### src/rtl/uart_fifo_pkg.sv
package uart_fifo_pkg;

    typedef struct packed {
        logic [1:0] trig;
        logic       dma;
        logic       en;
    } ufc_ctl_t;

    function automatic int unsigned trig_level(input logic [1:0] code, input int unsigned depth);
        case (code)
            2'd0:    return 1;
            2'd1:    return 4;
            2'd2:    return 8;
            default: return depth - 2;
        endcase
    endfunction

endpackage

### src/rtl/ufc_ctl.sv
module ufc_ctl
    import uart_fifo_pkg::*;
(
    input  logic       clk,
    input  logic       rst_n,
    input  logic       we,
    input  logic [7:0] wdata,
    output ufc_ctl_t   ctl,
    output logic       tx_clr,
    output logic       rx_clr,
    output logic [7:0] rdback
);

    ufc_ctl_t ctl_d, ctl_q;
    logic     flush;
    logic     unused_wbits;

    assign unused_wbits = ^wdata[5:4];

    always_comb begin
        ctl_d  = ctl_q;
        tx_clr = 1'b0;
        rx_clr = 1'b0;
        flush  = we && (wdata[0] != ctl_q.en);
        if (we) begin
            if (wdata[0]) begin
                ctl_d.en   = 1'b1;
                ctl_d.dma  = wdata[3];
                ctl_d.trig = wdata[7:6];
                tx_clr     = wdata[2] | flush;
                rx_clr     = wdata[1] | flush;
            end else begin
                ctl_d.en = 1'b0;
                tx_clr   = flush;
                rx_clr   = flush;
            end
        end
    end

    always_ff @(posedge clk or negedge rst_n) begin
        if (!rst_n) ctl_q <= '0;
        else        ctl_q <= ctl_d;
    end

    assign ctl    = ctl_q;
    assign rdback = {ctl_q.trig, 2'b00, ctl_q.dma, 2'b00, ctl_q.en};

endmodule

### src/rtl/ufc_fifo.sv
module ufc_fifo #(
    parameter int WIDTH = 8,
    parameter int DEPTH = 16,
    localparam int CW = $clog2(DEPTH + 1),
    localparam int AW = $clog2(DEPTH)
) (
    input  logic             clk,
    input  logic             rst_n,
    input  logic             clr,
    input  logic             cap_one,
    input  logic             push,
    input  logic [WIDTH-1:0] wdata,
    input  logic             pop,
    output logic [WIDTH-1:0] rdata,
    output logic [CW-1:0]    level
);

    typedef struct packed {
        logic [DEPTH-1:0][WIDTH-1:0] mem;
        logic [AW-1:0]               wr;
        logic [AW-1:0]               rd;
        logic [CW-1:0]               cnt;
        logic [WIDTH-1:0]            rdat;
    } fifo_state_t;

    fifo_state_t st_d, st_q;
    logic [CW-1:0] cap;
    logic          full, do_push, do_pop;

    function automatic logic [AW-1:0] wrap_inc(input logic [AW-1:0] p);
        return (p == AW'(DEPTH - 1)) ? '0 : p + 1'b1;
    endfunction

    always_comb begin
        st_d    = st_q;
        cap     = cap_one ? CW'(1) : CW'(DEPTH);
        full    = st_q.cnt >= cap;
        do_pop  = pop && (st_q.cnt != '0);
        do_push = push && (!full || do_pop);
        if (clr) begin
            st_d.wr  = '0;
            st_d.rd  = '0;
            st_d.cnt = '0;
        end else begin
            if (do_push) begin
                st_d.mem[st_q.wr] = wdata;
                st_d.wr           = wrap_inc(st_q.wr);
            end
            if (do_pop) begin
                st_d.rdat = st_q.mem[st_q.rd];
                st_d.rd   = wrap_inc(st_q.rd);
            end
            st_d.cnt = st_q.cnt + {{(CW-1){1'b0}}, do_push} - {{(CW-1){1'b0}}, do_pop};
        end
    end

    always_ff @(posedge clk or negedge rst_n) begin
        if (!rst_n) st_q <= '0;
        else        st_q <= st_d;
    end

    assign rdata = st_q.rdat;
    assign level = st_q.cnt;

endmodule

### src/rtl/ufc_hs.sv
module ufc_hs
    import uart_fifo_pkg::*;
#(
    parameter int DEPTH = 16,
    localparam int CW = $clog2(DEPTH + 1)
) (
    input  logic          clk,
    input  logic          rst_n,
    input  ufc_ctl_t      ctl,
    input  logic [CW-1:0] tx_level,
    input  logic [CW-1:0] rx_level,
    input  logic          rx_timeout,
    output logic          txrdy_n,
    output logic          rxrdy_n,
    output logic          rx_trig
);

    typedef struct packed {
        logic act;
    } hs_state_t;

    hs_state_t     st_d, st_q;
    logic          mode1, hit, rx_any, act_now;
    logic [CW-1:0] lvl;

    always_comb begin
        mode1   = ctl.en && ctl.dma;
        lvl     = ctl.en ? CW'(trig_level(ctl.trig, DEPTH)) : CW'(1);
        hit     = rx_level >= lvl;
        rx_any  = rx_level != '0;
        act_now = rx_any && (st_q.act || hit);
        st_d.act = mode1 && rx_any && (st_q.act || hit || rx_timeout);

        if (mode1) begin
            txrdy_n = tx_level == CW'(DEPTH);
            rxrdy_n = !act_now;
        end else begin
            txrdy_n = tx_level != '0;
            rxrdy_n = !rx_any;
        end
        rx_trig = hit;
    end

    always_ff @(posedge clk or negedge rst_n) begin
        if (!rst_n) st_q <= '0;
        else        st_q <= st_d;
    end

endmodule

### src/rtl/uart_fifo_ctrl.sv
module uart_fifo_ctrl
    import uart_fifo_pkg::*;
#(
    parameter int WIDTH = 8,
    parameter int DEPTH = 16,
    localparam int CW = $clog2(DEPTH + 1)
) (
    input  logic             clk,
    input  logic             rst_n,
    input  logic             ctl_we,
    input  logic [7:0]       ctl_wdata,
    output logic [7:0]       ctl_rd,
    input  logic             tx_push,
    input  logic [WIDTH-1:0] tx_wdata,
    input  logic             tx_pop,
    output logic [WIDTH-1:0] tx_rdata,
    output logic [CW-1:0]    tx_level,
    input  logic             rx_push,
    input  logic [WIDTH-1:0] rx_wdata,
    input  logic             rx_pop,
    output logic [WIDTH-1:0] rx_rdata,
    output logic [CW-1:0]    rx_level,
    input  logic             rx_timeout,
    output logic             txrdy_n,
    output logic             rxrdy_n,
    output logic             rx_trig,
    output logic             rx_overrun
);

    typedef struct packed {
        logic ovr;
    } top_state_t;

    ufc_ctl_t   ctl;
    logic       tx_clr, rx_clr, rx_full;
    top_state_t st_d, st_q;

    ufc_ctl u_ctl (
        .clk    (clk),
        .rst_n  (rst_n),
        .we     (ctl_we),
        .wdata  (ctl_wdata),
        .ctl    (ctl),
        .tx_clr (tx_clr),
        .rx_clr (rx_clr),
        .rdback (ctl_rd)
    );

    ufc_fifo #(.WIDTH(WIDTH), .DEPTH(DEPTH)) u_txq (
        .clk     (clk),
        .rst_n   (rst_n),
        .clr     (tx_clr),
        .cap_one (!ctl.en),
        .push    (tx_push),
        .wdata   (tx_wdata),
        .pop     (tx_pop),
        .rdata   (tx_rdata),
        .level   (tx_level)
    );

    ufc_fifo #(.WIDTH(WIDTH), .DEPTH(DEPTH)) u_rxq (
        .clk     (clk),
        .rst_n   (rst_n),
        .clr     (rx_clr),
        .cap_one (!ctl.en),
        .push    (rx_push),
        .wdata   (rx_wdata),
        .pop     (rx_pop),
        .rdata   (rx_rdata),
        .level   (rx_level)
    );

    ufc_hs #(.DEPTH(DEPTH)) u_hs (
        .clk        (clk),
        .rst_n      (rst_n),
        .ctl        (ctl),
        .tx_level   (tx_level),
        .rx_level   (rx_level),
        .rx_timeout (rx_timeout),
        .txrdy_n    (txrdy_n),
        .rxrdy_n    (rxrdy_n),
        .rx_trig    (rx_trig)
    );

    always_comb begin
        rx_full = rx_level >= (ctl.en ? CW'(DEPTH) : CW'(1));
        st_d.ovr = rx_push && rx_full && !(rx_pop && rx_level != '0) && !rx_clr;
    end

    always_ff @(posedge clk or negedge rst_n) begin
        if (!rst_n) st_q <= '0;
        else        st_q <= st_d;
    end

    assign rx_overrun = st_q.ovr;

endmodule

### config.mk
export PLATFORM = sky130hd
export DESIGN_NAME = uart_fifo_ctrl
export DESIGN_NICKNAME = d
export VERILOG_FILES = /design/src/rtl/uart_fifo_pkg.sv /design/src/rtl/ufc_ctl.sv /design/src/rtl/ufc_fifo.sv /design/src/rtl/ufc_hs.sv /design/src/rtl/uart_fifo_ctrl.sv
export SDC_FILE = /design/constraint.sdc
export NUM_CORES = 1
export LEC_CHECK = 0
export CAP_MARGIN = 15
export CORE_ASPECT_RATIO = 2
export CORE_MARGIN = 5
export CORE_UTILIZATION = 55
export CTS_BUF_LIST = sky130_fd_sc_hd__clkbuf_16
export CTS_CLUSTER_DIAMETER = 120
export DETAILED_ROUTE_END_ITERATION = 6
export DONT_BUFFER_PORTS = 1
export PLACE_DENSITY = 0.75
export RECOVER_POWER = 100
export SLEW_MARGIN = 20
export SYNTH_ARGS = -nofsm -noshare
export SYNTH_HDL_FRONTEND = slang
export SYNTH_HIERARCHICAL = 1
export SYNTH_SLANG_ARGS = --single-unit
### constraint.sdc
create_clock -name clk -period 5.1 [get_ports clk]
set_input_delay 0.51 -clock clk [delete_from_list [all_inputs] [get_ports clk]]
set_output_delay 0.51 -clock clk [all_outputs]
set_load 0.02 [all_outputs]
==> out/metrics.cfg, run 1 <==
[floorplanning]
num_io_pins=70
initial_core_util=0.554
dieWidth_um=129
core_um2=28000
chipHeight_um=247
rows=87
dieArea_um2=31800

[synth]
yosys_warnings=6
synthArstFlopShare=1.00
seq_area_frac_synth=0.491
synth.top_cell.area_share=0.491
synth_cell_type_count=54
synth_area_leaders=dfrtp_1 49%, mux2_2 19%, mux4_2 9.3%, o2111ai_4 4.7%, ha_1 2.9%
yosysTopAreaCell=dfrtp_1
synthesis.area_um2=15500
synth-main-ff-cell=dfrtp_1
synth-edff-count=0
syn_avg_cell_area_um2=14.8
synthCells=1049
ys_ff_latch=304

[finish]
diodes=0
synthToLayoutAreaGrowth_pct=1.35
nFillCells=2196
seqCellArea_um2=7610
drive_gt1_frac=0.372
mostFrequentLayoutCells=302 x dfrtp_1, 252 x mux2_2, 64 x mux4_2, 38 x inv_1, 36 x ha_1
final_common_cell=dfrtp_1
instances_no_fill=1367
nets=1065
multi_input_area_um2=6680

[routing]
drt_wl_total_um=30800
vias_per_cell=6.23
detail-route-antenna-nets=0
drtIter0Drc=497
num_vias=8517
wl_per_cell_um=22.5
drc=0
drtPass1Iterations=5

[sta]
finalClockSkew_ps=12.6
period_share=0.806
max_slew_margin=0.155
rsz0062_at_grt=false
report.final.slew_viol_count=0
setup-tns-final_ps=0
setup_viol=0
finalHoldViolations=304
hold_slack_ps=-339
period_needed_ps=4110
setup_slack_ps=991
worst-slew-pin-transition_ps=1270
fmax_mhz=243

[placed_design]
gp_congestion=0.812
io_buffers=0
placed_cells_incl_taps=1322
pre_cts_slack_ps=1440
hpwl_um=19700

[worst_setup_path]
max_stage_delay_ps=750
cpLargestDelayFamily=compound AO/OA/AOI/OAI gates
startpoint_type=flip-flop
worstPathCellList=inv_1 -> ha_1 -> and4bb_4 -> a2111oi_0 -> clkbuf_1 -> o2111ai_1 -> mux2_1
cp_data_arrival_time_ps=4530
worstSetupPathType=flip-flop to flip-flop
critPathBufInv=2
ff2ff_path_depth=7
worstPathMaxFanout=21
crit_required_ps=5520
slowest_stage=clkbuf_1
endpoint_kind=flip-flop
timing.rr.start=u_ctl/ctl[0]
r2r-end=u_rxq/st_q[33]
r2r_slack_ps=990

[global_routing]
grt_max_degree=305
grt_pass1_vias=9232
grt_pass1_wl_um=50600
track_usage=0.197
antenna_found_initial=0
overflow=0

[run]
drv_cap=0

[clock_network]
ctsResizeCount=0
clk_latency_ps=540
htreeDepth=1
post-cts-setup-buffers=0
root_buffer=clkbuf_16
cts_buffer_depth=3
clk_pin_slew_worst_paths_ps=70
cts_tree=done
tritoncts_num_sinks=304
cts_buffers=27

[power_and_ir_drop]
power.density_nw_per_um2=467
ir_worst_vdd_mv=0.288
power_leakage_nw=7.40
power.total_w=0.00733

[hold_path]
hp-class=input port to async pin

[outcome]
violations=negative hold slack
status=finished, violations left

-- cell usage after synthesis, types with 7 or more instances --
cell       number
a211oi_1       17
a21o_1         19
a21oi_1        16
buf_1           8
buf_2          14
buf_4          35
clkbuf_1       36
dfrtp_1       304
ha_1           36
inv_1          32
mux2_2        257
mux2i_1        21
mux4_2         64
nand2_1         8
nand3_1        10
nor2_1         21
nor2b_1         8
o2111ai_4      28
o211ai_1       11
o21ai_0         7
o22ai_1        16
or2_2           7
-- area by class of cell --
cell class / count / area share
flip-flops and latches: 304 / 0.485
multi-input cells: 620 / 0.425
clock buffers: 27 / 0.0430
well taps: 356 / 0.0284
inverters: 32 / 0.00765
clock inverters: 18 / 0.00693
repair buffers: 10 / 0.00406
-- per-layer routing --
metal	up-vias	wire, um	share of wire	track usage
met2	162	15700	0.51	0.335
met4	0	647	0.021	0.0519
met5	-	0	0	0
met1	4527	13200	0.43	0.270
li1	3791	-	-	-
met3	37	1210	0.039	0.0243
-- flip-flops by register name, summed over array words and instances, names as in the netlist --
register	flops
rx_overrun	1
u_hs/st_q	1
u_rxq/rdata	8
u_txq/st_q	136
u_ctl/ctl	4
u_txq/level	5
u_rxq/level	5
u_rxq/st_q	136
u_txq/rdata	8
-- cell families (layout without fill, tap and decap cells) --
logic type / Yosys count / after routing / share of synthesized area
muxes: 345 / 345 / 0.296
DFF: 304 / 304 / 0.491
AOI/OAI and AO/OA: 139 / 139 / 0.101
buffers and inverters: 128 / 87 / 0.0421
and+or+nand+nor: 87 / 87 / 0.0340
adders and majority gates: 38 / 38 / 0.0317
xor gates and xnor gates: 7 / 7 / 0.00396
other: 1 / 4 / 0.000242
-- where the power goes --
part / total (W) / switching [W] / internal [W]
registers: 0.00336 / 0.000530 / 0.00283
clock network: 0.00186 / 0.000859 / 0.00100
logic: 0.00210 / 0.00102 / 0.00108
-- per-stage QoR --
step,instance area [um2],util,hold WS (ps)
after global placement,15500,0.554,234
after global routing,15700,0.561,-366
after floorplan,15500,-,214
final,15700,0.561,-339
after CTS,16300,0.582,-347
after detailed placement,15500,0.554,232
-- worst max-delay path by stage --
stage | slack, ps | cells after the start | end | start
2_1_floorplan | 1560 | 14 | u_rxq/level[4] | u_ctl/ctl[0]
3_3_place_gp | 1520 | 13 | u_rxq/level[4] | u_ctl/ctl[0]
3_5_place_dp | 1440 | 13 | u_rxq/level[4] | u_ctl/ctl[0]
4_1_cts | 1440 | 13 | u_rxq/level[4] | u_ctl/ctl[0]
5_1_grt | 810 | 7 | u_rxq/st_q[45] | u_ctl/ctl[0]
6_report | 990 | 7 | u_rxq/st_q[33] | u_ctl/ctl[0]
Note: power is estimated with default switching activity, not from simulation.
==> run 2: changes to the inputs <==
Settings changed: PLACE_DENSITY 0.75 to 0.78.
Clock period 5.1 ns to 3.6 ns, I/O delays scaled along.
==> run 2 against run 1 <==
The run still ends with negative hold slack left. Wire length rose by 2.6%. First-iteration DRC count grew 1.4%. Clock skew is 4.4 ps higher. Largest power group unchanged. Highest routed layer unchanged.
==> out/metrics.cfg, run 2 (synthesis gave the netlist of run 1 again) <==
[placed_design]
placed_cells_incl_taps=1331
hpwl_um=19900
io_buffers=0
gp_congestion=0.806
place_area_um2=15600
pre_cts_slack_ps=377

[power_and_ir_drop]
ir_worst_vdd_mv=0.548
pwr-share-comb=0.311
p_sw_w=0.00366
p_seq_frac=0.415
clkPwrFrac=0.274
power.density_nw_per_um2=675
switching_share=0.331
internal_power_w=0.00740
power_leakage_nw=7.58

[floorplanning]
initial_core_util=0.554
rows=87
dieArea_um2=31800
core_um2=28000
dieWidth_um=129
num_io_pins=70
chipHeight_um=247

[sta]
rsz0062_at_grt=false
setup_slack_ps=329
report.final.slew_viol_count=0
max_slew_margin=0.294
hold_slack_ps=-483
fmax_mhz=306
finalClockSkew_ps=17.0
finalHoldViolations=304
worst-slew-pin-transition_ps=1060
period_share=0.909
period_needed_ps=3270
setup-tns-final_ps=0
setup_viol=0

[clock_network]
cts_buffers=27
clk_pin_slew_worst_paths_ps=70
root_buffer=clkbuf_16
ctsHoldBuffers=24
tritoncts_num_sinks=304
htreeDepth=1
cts_tree=done
cts_buffer_depth=3
clk_latency_ps=550

[finish]
nets=1098
drive_gt1_frac=0.406
finalInstanceArea_um2=16400
mostFrequentLayoutCells=302 x dfrtp_1, 255 x mux2_2, 64 x mux4_2, 36 x ha_1, 34 x inv_1
reg_top3=u_rxq/st_q x136, u_txq/st_q x136
postLayoutCoreUtil=0.586
synthToLayoutAreaGrowth_pct=5.75
instances_no_fill=1406
final_common_cell=dfrtp_1

[routing]
drc=0
num_vias=8760
drtPass1Iterations=6
drtIter0Drc=504
vias_per_cell=6.23
drt_wl_total_um=31600
wl_met3_um=1340
wl_met2_um=16200
wirelength_met1_um=13300
maxUsedRoutingLayer=met4
detail-route-antenna-nets=0
wl_per_cell_um=22.5

[worst_setup_path]
startpoint_type=flip-flop
ff2ff_path_depth=7
endpoint_kind=flip-flop
r2r-end=u_rxq/st_q[76]
crit_start=u_ctl/ctl[0]
worstSetupPathType=flip-flop to flip-flop
crit_required_ps=4030
r2r_slack_ps=330
timing.rr.start=u_ctl/ctl[0]
cp_data_arrival_time_ps=3700
endpoint=u_rxq/st_q[76]
worstPathMaxFanout=21

[global_routing]
grt_max_degree=305
grt_pass1_vias=9358
track_usage=0.203
overflow=0
grt_pass1_wl_um=51700
antenna_found_initial=1

[hold_path]
hp-class=input port to async pin

[run]
drv_cap=0

[outcome]
violations=negative hold slack
status=finished, violations left

run 2: layer usage:
layer,vias to the layer above,track usage
li1,3877,-
met3,55,0.0299
met4,0,0.0591
met2,209,0.337
met1,4619,0.280
met5,-,0
run 2: layout make-up:
class	instances	area, um2
Sequential cell	304	7610
Timing Repair Buffer	43	360
Multi-Input combinational cell	620	6920
Antenna cell	1	2.50
Clock buffer	27	676
Clock inverter	23	254
Tap cell	356	445
Inverter	32	120
Fill cell	2121	11600
run 2: through the flow:
step / power (W) / hold WS (ps)
after floorplan: 0.00776 / 64.4
after global placement: 0.00810 / 86.7
after detailed placement: 0.00828 / 83.0
after CTS: 0.0114 / -509
after global routing: 0.0117 / -509
final: 0.0111 / -483
run 2: worst max-delay path, stage by stage (launching register included):
cell,delay (ps)
dfrtp_1,370
inv_1,210
ha_1,340
and4bb_4,240
a2111oi_4,320
clkbuf_2,540
o2111ai_1,590
mux2_1,520
run 2: worst min-delay path by stage:
stage                      to  slack (ps)  depth (start not counted)
2_1_floorplan      rx_overrun          60                          0
3_3_place_gp   u_rxq/st_q[62]          90                          0
3_5_place_dp   u_rxq/st_q[54]          80                          0
4_1_cts        u_rxq/st_q[54]        -510                          0
5_1_grt        u_rxq/st_q[54]        -510                          0
6_report       u_rxq/st_q[54]        -480                          0
run 2: what timing repair did:
action                                 CTS  global route
endpoints found under the hold margin  571           304
resized for setup                        0             0
buffers inserted                         0             0
run 2: power by group through the flow:
stage | Sequential, W | Clock (W) | Combinational [W]
6_report | 0.00459 | 0.00304 | 0.00344
5_1_grt | 0.00467 | 0.00327 | 0.00378
4_1_cts | 0.00459 | 0.00312 | 0.00370
3_5_place_dp | 0.00466 | 0 | 0.00362
3_3_place_gp | 0.00461 | 0 | 0.00349
2_1_floorplan | 0.00433 | 0 | 0.00343
==> run 3: changes to the inputs <==
Settings changed: ABC_AREA set to 1.
==> run 3 against run 2 <==
The run still ends with negative hold slack left. Flip-flop and latch count is the same. First-iteration DRC count increased to 3.8 times the previous value. Cell count is 76% higher. Hold slack worse by 16 ps. Via count rose by 72%. Setup slack better by 67 ps. Sequential power about the same. Non-clock buffer count grew 22. Utilization shrank 0.58 points. Global-route usage increased by 5.9 points. Critical path depth rose by 6. Critical endpoint is now u_rxq/st_q[19].
==> out/metrics.cfg, run 3 <==
[synth]
ys_top_cells_by_count=726 x nand2_1, 304 x dfrtp_1, 258 x nor2_1
yosys_warnings=6
synth_fa_ha_area_frac=0.0296
synth-main-ff-cell=dfrtp_1
synth-edff-count=0
synthMuxAreaShare=0
synthCells=2184
synth_compound_area_frac=0.0472
synth_cell_type_count=34
synth_top_family_by_area=simple AND/OR/NAND/NOR gates
ys_ff_latch=304
synth_area_leaders=dfrtp_1 46%, nand2_1 16%, nand4_1 8.1%, nor2_1 5.8%, nand3_1 4.9%
synth.top_cell.area_share=0.459
syn_avg_cell_area_um2=7.59
yosys.cell_count.top_type=nand2_1
synthXorXnorAreaFrac=0.00370
synthesis.area_um2=16600
seq_area_frac_synth=0.459
yosysTopAreaCell=dfrtp_1
synthSimpleGateAreaFrac=0.382
synthArstFlopShare=1.00

[routing]
drtPass1Iterations=6
wl_met3_um=3920
maxUsedRoutingLayer=met5
drtIter0Drc=1928
detail-route-antenna-nets=0
vias_per_cell=6.07
wl_per_cell_um=18.4
drt_wl_total_um=45500
drc=0
wirelength_met1_um=19200
num_vias=15000
wl_met2_um=20900

[placed_design]
gp_congestion=0.922
placed_cells_incl_taps=2397
io_buffers=0
hpwl_um=26500

[worst_setup_path]
timing.rr.start=u_rxq/level[0]
endpoint=u_rxq/st_q[19]
worstSetupPathType=flip-flop to flip-flop
r2r-end=u_rxq/st_q[19]
crit_start=u_rxq/level[0]
endpoint_kind=flip-flop
startpoint_type=flip-flop
cp_data_arrival_time_ps=3650
cp_common_cell=nand2_1
crit_cells=13
r2r_slack_ps=400
max_stage_delay_ps=810
worstPathCellList=inv_1 -> ha_1 -> inv_1 -> nor2_1 -> nand2_1 -> nand2_1 -> nor2_1 -> nor2_1 -> nor2_2 -> clkbuf_1 -> nor2_2 -> nand2_1 -> nand2_1
cpLargestDelayFamily=simple AND/OR/NAND/NOR gates
ff2ff_path_depth=13
slowest_stage=nor2_2
crit_required_ps=4040
worstPathMaxFanout=17
critPathBufInv=3

[global_routing]
track_usage=0.263
antenna_found_initial=7
grt_pass1_wl_um=74500
overflow=0
grt_max_degree=305
grt_pass1_vias=14100

[run]
drv_cap=0

[clock_network]
ctsResizeCount=0
cts_tree=done
clk_latency_ps=560
clk_pin_slew_worst_paths_ps=70
ctsHoldBuffers=24
htreeDepth=1
tritoncts_num_sinks=304
cts_buffers=29
cts_buffer_depth=3
root_buffer=clkbuf_16
post-cts-setup-buffers=0

[power_and_ir_drop]
pwr-share-comb=0.401
internal_power_w=0.00703
power.density_nw_per_um2=716
switching_share=0.435
p_sw_w=0.00541
p_seq_frac=0.371
clkPwrFrac=0.228
power_leakage_nw=9.15
ir_worst_vdd_mv=0.538

[sta]
report.final.slew_viol_count=0
fmax_mhz=312
setup_viol=0
finalHoldViolations=304
finalClockSkew_ps=12.6
period_needed_ps=3200
worst-slew-pin-transition_ps=1170
setup-tns-final_ps=0
max_slew_margin=0.217
period_share=0.890
hold_slack_ps=-500
rsz0062_at_grt=false

[finish]
multi_input_area_um2=7600
reg_top3=u_rxq/st_q x136, u_txq/st_q x136
postLayoutCoreUtil=0.580
seqCellArea_um2=7610
nets=2154
final_common_cell=nand2_1
instances_no_fill=2478
mostFrequentLayoutCells=730 x nand2_1, 302 x dfrtp_1, 265 x nor2_1, 222 x nand4_1, 162 x nand3_1
nFillCells=2700
synthToLayoutAreaGrowth_pct=4.73
drive_gt1_frac=0.0532

[floorplanning]
num_io_pins=70
dieWidth_um=133
initial_core_util=0.554
chipHeight_um=256
rows=90
core_um2=30000
dieArea_um2=33900

[outcome]
violations=negative hold slack
status=finished, violations left

[hold_path]
hp-class=input port to async pin

## run 3: cell count changes after synthesis, sizes merged, moves of 55 or more
cell / before / now
mux2: 260 / 0
nor2: 24 / 276
o21ai: 9 / 133
clkbuf: 36 / 91
nand3: 10 / 163
nand4: 0 / 234
mux4: 64 / 0
nand2: 9 / 731
## run 3: how the worst min path moves through the flow
| stage | cells past startpoint | slack (ps) | to |
|---|---|---|---|
| global placement | 0 | 70 | u_rxq/st_q[71] |
| floorplan | 0 | 60 | rx_overrun |
| detailed placement | 0 | 70 | u_rxq/st_q[71] |
| CTS | 0 | -520 | u_rxq/st_q[73] |
| finish | 0 | -500 | u_rxq/st_q[73] |
| global route | 0 | -520 | u_rxq/st_q[73] |
## run 3: worst register-to-register path: stages, from the launching register on
cell,delay (ps)
dfrtp_1,590
inv_1,90
ha_1,280
inv_1,50
nor2_1,30
nand2_1,50
nand2_1,50
nor2_1,110
nor2_1,80
nor2_2,810
clkbuf_1,650
nor2_2,120
nand2_1,100
nand2_1,60
## run 3: per-stage QoR
stage | power [W] | worst slack (ps) | instance area [um2] | hold slack [ps]
after floorplan | 0.00852 | 448 | 16600 | 64.4
after global placement | 0.00941 | 671 | 16400 | 73.0
after detailed placement | 0.00951 | 621 | 16400 | 74.0
after CTS | 0.0124 | 621 | 17500 | -516
after global routing | 0.0133 | 164 | 17400 | -523
final | 0.0124 | 396 | 17400 | -500
## run 3: cell type report
type	instances	share of cell area
clock inverter	24	0.00706
clock buffer	29	0.0418
antenna	4	0.000576
timing repair buffer	65	0.0321
inverter	75	0.0162
multi-input combinational	1609	0.438
sequential	304	0.438
tap	368	0.0265
## run 3: cells by family (layout without fill, tap and decap cells)
logic type	after synthesis	after routing
other cells	1	8
simple gates	1408	1408
compound gates	152	152
buf+inv	274	193
xor+xnor	7	7
fa+ha+maj	38	38
flops	304	304
## run 3: power groups by stage
| stage | Sequential, W | Combinational [W] | Clock [W] |
|---|---|---|---|
| final | 0.00462 | 0.00499 | 0.00283 |
| after global routing | 0.00469 | 0.00556 | 0.00301 |
| after CTS | 0.00461 | 0.00496 | 0.00287 |
| after global placement | 0.00465 | 0.00476 | 0 |
| after detailed placement | 0.00466 | 0.00484 | 0 |
| after floorplan | 0.00437 | 0.00415 | 0 |
## run 3: metal layers
metal | vias to the layer above | GRT usage
li1 | 6992 | -
met5 | - | 0
met1 | 7239 | 0.383
met4 | 6 | 0.0945
met2 | 687 | 0.395
met3 | 113 | 0.0454
